[src/rtl/ecc_seq_pkg.sv]
package ecc_seq_pkg;
  localparam int DW = 16;
  localparam int CW = 22;

  typedef enum logic [2:0] {
    CT_NONE  = 3'd0,
    CT_READ  = 3'd1,
    CT_WRITE = 3'd2,
    CT_RMW   = 3'd3,
    CT_REF   = 3'd4
  } cyc_t;

  typedef struct packed {
    logic ras;
    logic cas;
    logic we;
    logic doe;
    logic lat;
    logic last;
  } step_ctl_t;

  typedef struct packed {
    logic [DW-1:0] data;
    logic          single;
    logic          dbl;
  } dec_t;

  // data bits live at every position that is not a power of two
  function automatic logic [DW-1:0] cw_data(logic [CW-1:0] c);
    logic [DW-1:0] d;
    logic [3:0]    k;
    d = '0;
    k = '0;
    for (int p = 3; p < CW; p++) begin
      if ((p & (p - 1)) != 0) begin
        d[k] = c[p[4:0]];
        k    = k + 4'd1;
      end
    end
    return d;
  endfunction

  function automatic logic [CW-1:0] ecc_encode(logic [DW-1:0] d);
    logic [CW-1:0] c;
    logic [3:0]    k;
    logic [4:0]    syn;
    c   = '0;
    k   = '0;
    syn = '0;
    for (int p = 3; p < CW; p++) begin
      if ((p & (p - 1)) != 0) begin
        c[p[4:0]] = d[k];
        if (d[k]) syn = syn ^ p[4:0];
        k = k + 4'd1;
      end
    end
    c[1]  = syn[0];
    c[2]  = syn[1];
    c[4]  = syn[2];
    c[8]  = syn[3];
    c[16] = syn[4];
    c[0]  = ^c[CW-1:1];
    return c;
  endfunction

  function automatic dec_t ecc_decode(logic [CW-1:0] c);
    dec_t          r;
    logic [4:0]    syn;
    logic          ov;
    logic [CW-1:0] f;
    syn = '0;
    for (int p = 1; p < CW; p++)
      if (c[p[4:0]]) syn = syn ^ p[4:0];
    ov = ^c;
    f  = c;
    if (ov && syn < 5'(CW)) f[syn] = ~f[syn];
    r.data   = cw_data(f);
    r.single = ov && (syn < 5'(CW));
    r.dbl    = (!ov && syn != 5'd0) || (ov && syn >= 5'(CW));
    return r;
  endfunction
endpackage

[src/rtl/ecc_seq_arb.sv]
module ecc_seq_arb
  import ecc_seq_pkg::*;
#(
  parameter int REF_INT = 64
) (
  input  logic clk,
  input  logic por,
  input  logic sys_rst,
  input  logic req_valid,
  input  logic req_write,
  input  logic req_byte,
  input  logic slot,
  output logic accept,
  output logic launch,
  output cyc_t launch_typ,
  output logic busy
);
  localparam int TW = (REF_INT > 1) ? $clog2(REF_INT) : 1;

  logic [TW-1:0] tmr_q;
  logic          ref_pend_q, host_pend_q, host_run_q;
  cyc_t          host_typ_q;
  logic          tmr_hit;

  assign tmr_hit    = (tmr_q == TW'(REF_INT - 1));
  assign busy       = host_pend_q | host_run_q;
  assign accept     = req_valid && !busy && !sys_rst;
  // refresh outranks any waiting host request
  assign launch     = slot && (ref_pend_q || (host_pend_q && !sys_rst));
  assign launch_typ = ref_pend_q ? CT_REF : host_typ_q;

  always_ff @(posedge clk) begin
    if (por) begin
      tmr_q       <= '0;
      ref_pend_q  <= 1'b0;
      host_pend_q <= 1'b0;
      host_run_q  <= 1'b0;
      host_typ_q  <= CT_NONE;
    end else begin
      tmr_q <= tmr_hit ? '0 : tmr_q + 1'b1;
      if (tmr_hit)                            ref_pend_q <= 1'b1;
      else if (launch && launch_typ == CT_REF) ref_pend_q <= 1'b0;

      if (sys_rst) begin
        host_pend_q <= 1'b0;
      end else if (accept) begin
        host_pend_q <= 1'b1;
        host_typ_q  <= !req_write ? CT_READ : (req_byte ? CT_RMW : CT_WRITE);
      end else if (launch && !ref_pend_q) begin
        host_pend_q <= 1'b0;
      end

      if (slot) host_run_q <= launch && !ref_pend_q;
    end
  end
endmodule

[src/rtl/ecc_seq_stepper.sv]
module ecc_seq_stepper
  import ecc_seq_pkg::*;
#(
  parameter int T_RCD = 2,
  parameter int T_CAS = 2,
  parameter int T_PRE = 2,
  parameter int T_REF = 3
) (
  input  logic      clk,
  input  logic      por,
  input  logic      launch,
  input  cyc_t      launch_typ,
  output logic      slot,
  output cyc_t      typ,
  output step_ctl_t ctl
);
  localparam int TMAX = (T_RCD > T_CAS ? T_RCD : T_CAS) > (T_PRE > T_REF ? T_PRE : T_REF)
                      ? (T_RCD > T_CAS ? T_RCD : T_CAS) : (T_PRE > T_REF ? T_PRE : T_REF);
  localparam int DUR_W = $clog2(TMAX + 1);

  logic             act_q;
  logic [2:0]       stp_q;
  logic [DUR_W-1:0] cnt_q;

  function automatic logic [DUR_W-1:0] dur_tab(cyc_t t, logic [2:0] s);
    int d;
    d = 1;
    case (t)
      CT_READ:  case (s) 3'd0: d = T_RCD; 3'd1: d = T_CAS; 3'd3: d = T_PRE; default: d = 1; endcase
      CT_WRITE: case (s) 3'd0: d = T_RCD; 3'd2: d = T_CAS; 3'd3: d = T_PRE; default: d = 1; endcase
      CT_RMW:   case (s) 3'd0: d = T_RCD; 3'd1: d = T_CAS; 3'd5: d = T_CAS; 3'd6: d = T_PRE;
                         default: d = 1; endcase
      CT_REF:   d = (s == 3'd0) ? T_REF : T_PRE;
      default:  d = 1;
    endcase
    return DUR_W'(d);
  endfunction

  function automatic step_ctl_t ctl_tab(cyc_t t, logic [2:0] s);
    step_ctl_t c;
    c = '0;
    case (t)
      CT_READ: case (s)
        3'd0:    c.ras = 1'b1;
        3'd1:    begin c.ras = 1'b1; c.cas = 1'b1; end
        3'd2:    begin c.ras = 1'b1; c.cas = 1'b1; c.lat = 1'b1; end
        default: c.last = 1'b1;
      endcase
      CT_WRITE: case (s)
        3'd0:    c.ras = 1'b1;
        3'd1:    begin c.ras = 1'b1; c.doe = 1'b1; end
        3'd2:    begin c.ras = 1'b1; c.cas = 1'b1; c.we = 1'b1; c.doe = 1'b1; end
        default: c.last = 1'b1;
      endcase
      CT_RMW: case (s)
        3'd0, 3'd3: c.ras = 1'b1;
        3'd1:    begin c.ras = 1'b1; c.cas = 1'b1; end
        3'd2:    begin c.ras = 1'b1; c.cas = 1'b1; c.lat = 1'b1; end
        3'd4:    begin c.ras = 1'b1; c.doe = 1'b1; end
        3'd5:    begin c.ras = 1'b1; c.cas = 1'b1; c.we = 1'b1; c.doe = 1'b1; end
        default: c.last = 1'b1;
      endcase
      CT_REF: begin
        c.ras  = (s == 3'd0);
        c.last = (s != 3'd0);
      end
      default: c = '0;
    endcase
    return c;
  endfunction

  assign slot = !act_q || (cnt_q == DUR_W'(1) && ctl.last);

  always_ff @(posedge clk) begin
    if (por) begin
      act_q <= 1'b0;
      typ   <= CT_NONE;
      stp_q <= '0;
      cnt_q <= '0;
      ctl   <= '0;
    end else if (slot) begin
      act_q <= launch;
      typ   <= launch ? launch_typ : CT_NONE;
      stp_q <= '0;
      cnt_q <= launch ? dur_tab(launch_typ, 3'd0) : '0;
      ctl   <= launch ? ctl_tab(launch_typ, 3'd0) : '0;
    end else if (cnt_q == DUR_W'(1)) begin
      stp_q <= stp_q + 3'd1;
      cnt_q <= dur_tab(typ, stp_q + 3'd1);
      ctl   <= ctl_tab(typ, stp_q + 3'd1);
    end else begin
      cnt_q <= cnt_q - DUR_W'(1);
    end
  end
endmodule

[src/rtl/ecc_dram_seq.sv]
module ecc_dram_seq
  import ecc_seq_pkg::*;
#(
  parameter int BANK_W  = 2,
  parameter int ROW_W   = 4,
  parameter int COL_W   = 4,
  parameter int T_RCD   = 2,
  parameter int T_CAS   = 2,
  parameter int T_PRE   = 2,
  parameter int T_REF   = 3,
  parameter int REF_INT = 64,
  localparam int AW     = BANK_W + ROW_W + COL_W,
  localparam int NB     = 1 << BANK_W
) (
  input  logic             clk,
  input  logic             por,
  input  logic             sys_rst,
  input  logic             req_valid,
  input  logic             req_write,
  input  logic             req_byte,
  input  logic             req_hi,
  input  logic [AW-1:0]    req_addr,
  input  logic [15:0]      req_wdata,
  input  logic             cfg_we,
  input  logic             cfg_ecc_en,
  output logic             busy,
  output logic             rd_valid,
  output logic [15:0]      rd_data,
  output logic             err_corr,
  output logic             err_uncorr,
  output logic [NB-1:0]    dram_ras_n,
  output logic             dram_cas_n,
  output logic             dram_we_n,
  output logic [ROW_W-1:0] dram_row,
  output logic [COL_W-1:0] dram_col,
  output logic [21:0]      dram_wdata,
  output logic             dram_dout_en,
  input  logic [21:0]      dram_rdata
);
  logic      slot, accept, launch;
  cyc_t      launch_typ, typ;
  step_ctl_t ctl;

  logic [AW-1:0]    addr_q;
  logic [15:0]      wd_q;
  logic             hi_q, ecc_on, lat_d;
  logic [CW-1:0]    rd_cw, wr_cw;
  logic [ROW_W-1:0] ref_row;
  dec_t             dec;
  logic [15:0]      rd_word, merged;

  ecc_seq_arb #(.REF_INT(REF_INT)) u_arb (
    .clk(clk), .por(por), .sys_rst(sys_rst), .req_valid(req_valid),
    .req_write(req_write), .req_byte(req_byte), .slot(slot), .accept(accept),
    .launch(launch), .launch_typ(launch_typ), .busy(busy)
  );

  ecc_seq_stepper #(.T_RCD(T_RCD), .T_CAS(T_CAS), .T_PRE(T_PRE), .T_REF(T_REF)) u_step (
    .clk(clk), .por(por), .launch(launch), .launch_typ(launch_typ),
    .slot(slot), .typ(typ), .ctl(ctl)
  );

  always_comb begin
    dec     = ecc_decode(rd_cw);
    rd_word = ecc_on ? dec.data : cw_data(rd_cw);
    merged  = hi_q ? {wd_q[15:8], rd_word[7:0]} : {rd_word[15:8], wd_q[7:0]};
  end

  always_ff @(posedge clk) begin
    if (por) begin
      addr_q     <= '0;
      wd_q       <= '0;
      hi_q       <= 1'b0;
      ecc_on     <= 1'b0;
      lat_d      <= 1'b0;
      rd_cw      <= '0;
      wr_cw      <= '0;
      rd_valid   <= 1'b0;
      rd_data    <= '0;
      err_corr   <= 1'b0;
      err_uncorr <= 1'b0;
      ref_row    <= '0;
    end else begin
      if (accept) begin
        addr_q <= req_addr;
        wd_q   <= req_wdata;
        hi_q   <= req_hi;
        wr_cw  <= ecc_encode(req_wdata);
      end
      lat_d <= ctl.lat;
      if (ctl.lat) rd_cw <= dram_rdata;
      rd_valid <= lat_d && typ == CT_READ;
      if (lat_d && typ == CT_READ) rd_data <= rd_word;
      if (lat_d && typ == CT_RMW)  wr_cw <= ecc_encode(merged);
      if (cfg_we) begin
        ecc_on     <= cfg_ecc_en;
        err_corr   <= 1'b0;
        err_uncorr <= 1'b0;
      end else if (lat_d && ecc_on) begin
        err_corr   <= err_corr | dec.single;
        err_uncorr <= err_uncorr | dec.dbl;
      end
      if (slot && typ == CT_REF) ref_row <= ref_row + 1'b1;
    end
  end

  for (genvar b = 0; b < NB; b++) begin : g_ras
    assign dram_ras_n[b] = !(ctl.ras && (typ == CT_REF || addr_q[BANK_W-1:0] == BANK_W'(b)));
  end

  assign dram_cas_n   = !ctl.cas;
  assign dram_we_n    = !ctl.we;
  assign dram_dout_en = ctl.doe;
  assign dram_wdata   = wr_cw;
  assign dram_row     = (typ == CT_REF) ? ref_row : addr_q[AW-1 -: ROW_W];
  assign dram_col     = addr_q[BANK_W +: COL_W];
endmodule

[config.mk]
export PLATFORM = sky130hd
export DESIGN_NAME = ecc_dram_seq
export DESIGN_NICKNAME = d
export VERILOG_FILES = /design/src/rtl/ecc_seq_pkg.sv /design/src/rtl/ecc_seq_arb.sv /design/src/rtl/ecc_seq_stepper.sv /design/src/rtl/ecc_dram_seq.sv
export SDC_FILE = /design/constraint.sdc
export NUM_CORES = 1
export LEC_CHECK = 0
export ABC_AREA = 1
export BUFFER_PORTS_ARGS = -buffer_cell sky130_fd_sc_hd__buf_2
export CAP_MARGIN = 20
export CORE_ASPECT_RATIO = 1.5
export CORE_UTILIZATION = 52
export CTS_CLUSTER_SIZE = 24
export DETAILED_ROUTE_END_ITERATION = 6
export PLACE_DENSITY = 0.89
export REMOVE_ABC_BUFFERS = 1
export SLEW_MARGIN = 10
export SYNTH_ARGS = -nofsm -noshare
export SYNTH_HDL_FRONTEND = slang
export SYNTH_SLANG_ARGS = --single-unit
export TNS_END_PERCENT = 30
[constraint.sdc]
create_clock -name clk -period 2.8 [get_ports clk]
set_clock_uncertainty 0.05 [all_clocks]
set_input_delay 0.42 -clock clk [delete_from_list [all_inputs] [get_ports clk]]
set_output_delay 0.42 -clock clk [all_outputs]
set_load 0.05 [all_outputs]
# Yosys cells after proc, flatten, opt, wreduce, memory -nomap -nowiden

Index checks and enable logic that the tools add are counted.

Bits in read-only memories: 0
Bits in writable memories: 0
Memories kept: 0
Output and inout port bits: 57
Flip-flop bits (word level): 123
Bits of input ports: 57
Bits in latches: 0
Word-level logic and storage cells: 580

$lt $le $gt $ge: 34
Add/subtract/negate cells: 32
Shifts and indexed selects: 0
Bitwise logic cells: 55
Divide/modulo/power cells: 0
Reductions and logical operators: 65
Equal/unequal tests: 19
Multiply operators: 0
Multiplexer cells: 348

Operators with widths:

| cell                | number |
|---|---|
| $mux 5              | 80 |
| $mux 4              | 83 |
| $lt 4x5->1 const B  | 30 |
| $bmux 1 s4          | 30 |
| $add 4x1->4 const B | 29 |
| $mux 1              | 114 |
| $mux 22             | 3 |
| $not 3->3           | 18 |
| $not 2->2           | 25 |
| $reduce_xor 21->1   | 2 |
| $mux 3              | 13 |
| $mux 16             | 2 |
| $bwmux 22           | 1 |
| $mux 2              | 11 |
| $reduce_xor 22->1   | 1 |
| $logic_and 1x1->1   | 19 |
| $eq 3x2->1 const B  | 6 |
| $mux 6              | 3 |
| $reduce_or 2->1     | 8 |
| $eq 3x3->1 const B  | 5 |
| $reduce_or 3->1     | 5 |
| $not 4->4           | 3 |
| $logic_not 1->1     | 11 |
| $eq 3x1->1 const B  | 3 |
| other kinds (27)    | 48 |

# Depth between registers and ports, before layout

Depth after elaboration: 110
Mapped depth: 41
Depth with buffers taken out: 39

# Cells and area by module

From an unflattened synthesis, not the netlist that was laid out.

Cells, all modules: 1217
Area, all modules: 7842.5 µm²

Modules (own cells, without submodules):

| module          | cells an instance | times used | area each (µm²) | sequential area each (µm²) |
|---|---|---|---|---|
| ecc_dram_seq    | 1003              | 1          | 6371.1          | 1921.8 |
| ecc_seq_stepper | 150               | 1          | 992.2           | 300.3 |
| ecc_seq_arb     | 64                | 1          | 479.2           | 220.2 |

# Worst setup path before layout

Ideal clock, no wire load.

Path kind: reg2reg
Start point: reg rd_cw[7]
End point: reg wr_cw[0] (netlist: dram_wdata[0])
Setup time: 0.130 ns
Period minus slack after synthesis: 3.111 ns
Required time: 2.620 ns
Cell stages (with the launch flop): 38
Path buffers: 2
Setup slack: -0.311 ns
Data arrival time: 2.931 ns
Path through: dfxtp_1 > inv_2 > nand2_2 > nand2_2 > nand2_2 > nand2_1 > nand2_1 > nand2_2 > inv_2 > nand2_1 > nand3_2 > nand2_2 > buf_6 > nor2_2 > nand2_1 > nand2_1 > inv_1 > nand2_1 > [2 not listed] > nand4_1 > nand2_2 > o21ai_2 > nand2_1 > nand2_2 > nand3_2 > nand2_2 > inv_1 > nand2_1 > nand2_1 > inv_1 > nand3_2 > nand2_1 > nand2_1 > nand2_1 > nand2_1 > nand2_1 > a21oi_2

Cells in the longest elaborated chain, start to end: 89
Elaborated cells between the ends (all ways): 169
Those cells by class: 3 x order compare; 134 x mux; 28 x bitwise; 4 x reduce/logical

Ends and longest elaborated chain:

| what                                                            | RTL line           | RTL |
|---|---|---|
| from (decl)                                                     | ecc_dram_seq.sv:47 | `logic [CW-1:0] rd_cw, wr_cw;` |
| from (signal assigned)                                          | ecc_dram_seq.sv:91 | `if (ctl.lat) rd_cw <= dram_rdata;` |
| $mux 3                                                          | ecc_seq_pkg.sv:73  | `if (c[p[4:0]]) syn = syn ^ p[4:0];` |
| $mux 4                                                          | ecc_seq_pkg.sv:73  |  |
| $not 2->2 (no source line)                                      | --                 |  |
| $mux 4 (2 in series)                                            | ecc_seq_pkg.sv:73  |  |
| $not 3->3 (no source line)                                      | --                 |  |
| $mux 4 (2 in series)                                            | ecc_seq_pkg.sv:73  |  |
| $not 3->3 (no source line)                                      | --                 |  |
| $mux 4 (2 in series)                                            | ecc_seq_pkg.sv:73  |  |
| [14 not listed]                                                 | --                 |  |
| $demux 1 s5                                                     | ecc_seq_pkg.sv:76  | `if (ov && syn < 5'(CW)) f[syn] = ~f[syn];` |
| $bwmux 22                                                       | ecc_seq_pkg.sv:76  |  |
| $mux 22                                                         | ecc_seq_pkg.sv:76  |  |
| $mux 16 *                                                       | ecc_dram_seq.sv:65 | `rd_word = ecc_on ? dec.data : cw_data(rd_cw);` |
| $mux 16 *                                                       | ecc_dram_seq.sv:66 | `merged = hi_q ? {wd_q[15:8], rd_word[7:0]} : {rd_word[15:8], wd_q[7:0]};` |
| parallel branches: the longest is 57 deep, another holds $mux 5 | --                 |  |
| $reduce_xor 21->1 *                                             | ecc_seq_pkg.sv:62  | `c[0] = ^c[CW-1:1];` |
| $mux 22 *                                                       | ecc_dram_seq.sv:94 | `if (lat_d && typ == CT_RMW) wr_cw <= ecc_encode(merged);` |
| to (signal assigned)                                            | ecc_dram_seq.sv:88 | `wr_cw <= ecc_encode(req_wdata);` |
| to (signal assigned)                                            | ecc_dram_seq.sv:94 |  |
| to (decl)                                                       | ecc_dram_seq.sv:47 |  |

Every way passes the cells marked *. The select of a mux whose other input is x is not followed.
A chain may end at the register's enable or synchronous reset.

# Worst setup path in the final report

Start point: reg rd_cw[5]
End point: reg wr_cw[0] (netlist: dram_wdata[0])

Cells in the longest elaborated chain, start to end: 92
Elaborated cells between the ends (all ways): 171
Those cells by class: 3 x order compare; 136 x mux; 28 x bitwise; 4 x reduce/logical

Ends and longest elaborated chain:

| what                                                            | RTL line |
|---|---|
| $mux 3                                                          | ecc_seq_pkg.sv:73 |
| $mux 3 / $not 2->2 (equally long branches)                      | -- |
| $not 3->3 (no source line) / $mux 3 (equally long branches)     | -- |
| $mux 3 / $not 3->3 (equally long branches)                      | -- |
| $mux 4 / $mux 3 (equally long branches)                         | ecc_seq_pkg.sv:73 |
| $not 2->2 (no source line) / $mux 4 (equally long branches)     | -- |
| $mux 4 (2 in series)                                            | ecc_seq_pkg.sv:73 |
| $not 3->3 (no source line) / $mux 4 (equally long branches)     | -- |
| [19 not listed]                                                 | -- |
| $demux 1 s5                                                     | ecc_seq_pkg.sv:76 |
| $bwmux 22                                                       | ecc_seq_pkg.sv:76 |
| $mux 22                                                         | ecc_seq_pkg.sv:76 |
| $mux 16 *                                                       | ecc_dram_seq.sv:65 |
| $mux 16 *                                                       | ecc_dram_seq.sv:66 |
| parallel branches: the longest is 57 deep, another holds $mux 5 | -- |
| $reduce_xor 21->1 *                                             | ecc_seq_pkg.sv:62 |
| $mux 22 *                                                       | ecc_dram_seq.sv:94 |

Marked as above.

==> summary.md <==
| Metric | Value |
|---|---|
| Synthesis Warnings | 0 |
| Dominant cells by area after synthesis | sky130_fd_sc_hd__dfxtp_1, sky130_fd_sc_hd__nand2_1, sky130_fd_sc_hd__a21oi_1, sky130_fd_sc_hd__inv_1, sky130_fd_sc_hd__o21ai_0 |
| Startpoint kind of the worst setup timing path | flip-flop |
| Clock share of power | 45.6% |
| Instance area after placement | 9110 um2 |
| Number of port buffers | 113 |
| Number of design-rule violations left by the first detailed-router iteration | 703 |
| Slowest stage cell, crit path | sky130_fd_sc_hd__o21ai_0 |
| Ratio of routed vias to standard cells | 5.60 |
| Starting density of the core | 53.1% |
| Number of flip-flops and latches in the synthesized netlist | 122 |
| CP max FO | 8 |
| Least setup slack across all paths after layout | -1030 ps |
| Number of failing hold endpoints at the final stage | 0 |
| Clock transition time at the flip-flop clock pins of the worst setup and hold paths | 60 ps |
| Violations in the final reports | setup timing |
| Run status | finished, violations left |
| Worst path most repeated cell | sky130_fd_sc_hd__nand2_1 |
| Seq pwr share | 36.6% |
| Die Wd | 101 um |
| Highest ir drop seen on vdd | 0.407 mV |
| Number of core rows | 54 |
| Vias after detailed routing | 8977 |
| Data arrival time of the worst path | 4070 ps |
| Die Outline Area | 15300 um2 |
| Diodes inserted | 0 |
| Drt wl/cell | 16.3 um |
| Number of clock sinks seen by CTS | 122 |
| Mapped Avg Cell Area | 6.58 um2 |
| Die height | 151 um |
| Buffer type at the clock tree root | sky130_fd_sc_hd__clkbuf_16 |
| DP Wirelength | 16700 um |
| Logic gate share of total power | 17.9% |
| Finished layout cell area | 10600 um2 |
| Type of the worst min-delay path | in2reg |
| Crit Path Category | reg2reg |
| Wire length reported by the detailed router | 26100 um |
| Remaining design rule violation count | 0 |
| Depth of the CTS H-tree | 4 |
| Total standard cell area after synthesis | 7680 um2 |
| Core area | 14500 um2 |
| Vias in the first global route | 8220 |
| Power density of the placed cells | 471 nW/um2 |
| CTS tree | done |
| Sum Neg Setup Slack | -6070 ps |
| Number of inserted filler cells in the final layout | 1064 |
| GPL Wtd Cong | 0.918 |
| Distinct cell type count of the synthesized netlist | 48 |
| P&R area growth vs syn | 37.7% |
| First drt pass iteration count | 5 |
| Number of I/O pins | 114 |
| Final critical-path share of the clock period | 137% |
| Net Sw Power | 1.44 mW |
| Maxcap violations | 0 |
| Setup violation total in the final timing report | 21 |
| Antenna violations before repair | 0 |
| Clock buffers created by TritonCTS | 17 |
| Most numerous cell in the Yosys netlist | sky130_fd_sc_hd__nand2_1 |
| EDFF count, synth | 0 |
| Pin count of the biggest net entering global routing | 57 |
| Upper clock frequency limit | 0.261 GHz |
| Proportion of synthesized chip area in sequential cells | 31.8% |
| Number of nets still failing antenna checks after routing | 0 |
| Leak pwr | 4.98 nW |
| RSZ-0062 raised after global routing | yes |
| Final-stage net count | 1460 |
| Data required, critical path | 3040 ps |
| Number of buffers added to fix hold violations after cts | 0 |
| Cell Int Power | 3.54 mW |
| Sum of overflow across all layers after global routing | 0 |
| CTS max path bufs | 2 |
| Wire length of the first global-routing pass | 37900 um |
| Final min period | 3830 ps |
| Slew Viols, Final | 0 |
| Worst-Skew Late Latency | 420 ps |
| Post-synth top area cell | sky130_fd_sc_hd__dfxtp_1 |
| Share of cells above drive strength 1 | 34.5% |
| CP peak stage delay | 490 ps |
| Fraction of power spent switching nets | 29.0% |
| Measured slew at the worst slew-check pin | 1020 ps |
| Most frequently used flop master after synthesis | sky130_fd_sc_hd__dfxtp_1 |
| CP endpoint kind | flip-flop |
| Gate count of the mapped netlist | 1168 |
| Share of Yosys cell area claimed by the top area cell type | 31.8% |
| Total routing usage reported by global routing | 31.8% |
| Async set-or-reset flop fraction in the synthesized netlist | 0% |
| Slew headroom | 31.6% |
| Cell types with the highest counts after synthesis | sky130_fd_sc_hd__nand2_1, sky130_fd_sc_hd__dfxtp_1, sky130_fd_sc_hd__inv_1 |
-- critical path, delay by kind of cell (launching register included) --
kind / cells / cell delay (ps)
and+or+nand+nor: 20 / 1630
buffers and inverters: 5 / 600
AOI/OAI and AO/OA: 2 / 540
xor gates and xnor gates: 3 / 510
DFF: 1 / 360
-- power by group through the flow --
| stage | Combinational [mW] | Sequential (mW) | Clock, mW |
|---|---|---|---|
| final | 0.889 | 1.82 | 2.27 |
| after global routing | 0.966 | 1.82 | 2.36 |
| after CTS | 0.851 | 1.82 | 2.27 |
| after detailed placement | 0.830 | 1.86 | 0 |
| after global placement | 0.808 | 1.86 | 0 |
| after floorplan | 0.491 | 1.95 | 0 |
-- sequential cells by signal, summed over array words and instances (netlist names) --
name               flops
dram_wdata            22
rd_cw                 22
rd_data               16
wd_q                  16
addr_q                10
u_arb.tmr_q            6
u_step.ctl             6
ref_row                4
u_step.stp_q           3
u_step.typ             3
u_arb.host_typ_q       2
u_step.cnt_q           2
ecc_on                 1
err_corr               1
err_uncorr             1
hi_q                   1
lat_d                  1
rd_valid               1
u_arb.host_pend_q      1
u_arb.host_run_q       1
u_arb.ref_pend_q       1
u_step.act_q           1
-- cells by family (layout without fill, tap and decap cells) --
| family | Yosys count | in the layout | synth area share [%] |
|---|---|---|---|
| buf+inv | 178 | 414 | 9.46 |
| simple gates | 578 | 580 | 34.1 |
| flops | 122 | 122 | 31.8 |
| xor+xnor | 65 | 65 | 7.80 |
| fa+ha+maj | 9 | 9 | 1.47 |
| compound gates | 216 | 216 | 15.4 |
-- routing by layer --
layer / part of all wire [%] / global-route usage (%) / up-vias
li1: - / - / 4223
met1: 37 / 33.9 / 4185
met2: 52 / 58.7 / 445
met3: 6.1 / 5.31 / 124
met4: 5.4 / 17.5 / 0
met5: 0 / 0 / -
-- area by class of cell --
cell class	instances	area (um2)	share of cell area (%)
Sequential cell	122	2470	23.4
Timing Repair Buffer	253	1650	15.6
Clock inverter	13	168	1.59
Inverter	130	498	4.71
Multi-Input combinational cell	870	5100	48.2
Tap cell	196	245	2.32
Clock buffer	18	439	4.15
-- through the flow --
stage	utilization (%)	hold slack [ps]	total power [mW]	instances	setup WS [ps]
after floorplan	-	368	2.44	1120	-577
after global placement	63.0	379	2.66	1541	-798
after detailed placement	63.0	389	2.69	1541	-895
after CTS	70.0	119	4.94	1590	-748
after global routing	73.2	124	5.15	1602	-1360
final	73.2	122	4.98	1602	-1030
-- timing repair --
item / CTS / global route
hold endpoints to repair: 0 / 0
gates resized for setup: 73 / 93
gates cloned: 0 / 2
pin swaps: 41 / 64
buffers inserted: 18 / 10
endpoints found under the setup margin: 18 / 27
-- cells in the final DEF, fill, tap and decap left out, types with 5 or more instances in the layout --
| cell | instances |
|---|---|
| sky130_fd_sc_hd__nand4_1 | 12 |
| sky130_fd_sc_hd__o21ai_1 | 10 |
| sky130_fd_sc_hd__a21oi_1 | 89 |
| sky130_fd_sc_hd__nor2_2 | 11 |
| sky130_fd_sc_hd__xnor2_2 | 5 |
| sky130_fd_sc_hd__nand2_1 | 297 |
| sky130_fd_sc_hd__buf_2 | 113 |
| sky130_fd_sc_hd__buf_4 | 130 |
| sky130_fd_sc_hd__buf_6 | 10 |
| sky130_fd_sc_hd__o21ai_2 | 7 |
| sky130_fd_sc_hd__dfxtp_2 | 10 |
| sky130_fd_sc_hd__dfxtp_1 | 108 |
| sky130_fd_sc_hd__or2_2 | 11 |
| sky130_fd_sc_hd__xnor2_4 | 5 |
| sky130_fd_sc_hd__xor2_2 | 6 |
| sky130_fd_sc_hd__clkbuf_16 | 17 |
| sky130_fd_sc_hd__o211ai_1 | 22 |
| sky130_fd_sc_hd__nand2_2 | 70 |
| sky130_fd_sc_hd__nand3_2 | 14 |
| sky130_fd_sc_hd__inv_2 | 13 |
| sky130_fd_sc_hd__ha_1 | 9 |
| sky130_fd_sc_hd__nand4_2 | 5 |
| sky130_fd_sc_hd__nand2_4 | 12 |
| sky130_fd_sc_hd__nand4_4 | 5 |
| sky130_fd_sc_hd__nor2_1 | 53 |
| sky130_fd_sc_hd__xnor2_1 | 26 |
| sky130_fd_sc_hd__xor2_1 | 23 |
| sky130_fd_sc_hd__inv_1 | 113 |
| sky130_fd_sc_hd__nand3_1 | 64 |
| sky130_fd_sc_hd__nand3_4 | 8 |
| sky130_fd_sc_hd__o21ai_0 | 72 |
-- worst paths after layout --
check                                               start                        endpoint  slack (ps)  cells after the start
worst min-delay path                              sys_rst  u_arb.host_pend_q$_SDFFE_PP0P_         120                      2
worst max-delay path                rd_cw[5]$_SDFFE_PP0P_      dram_wdata[0]$_SDFFE_PP0P_       -1030                     30
worst max register to register      rd_cw[5]$_SDFFE_PP0P_      dram_wdata[0]$_SDFFE_PP0P_       -1030                     30
worst min register to register  u_arb.tmr_q[0]$_SDFF_PP0_       u_arb.tmr_q[0]$_SDFF_PP0_         400                      1
Power figures use the tool's default switching activity.
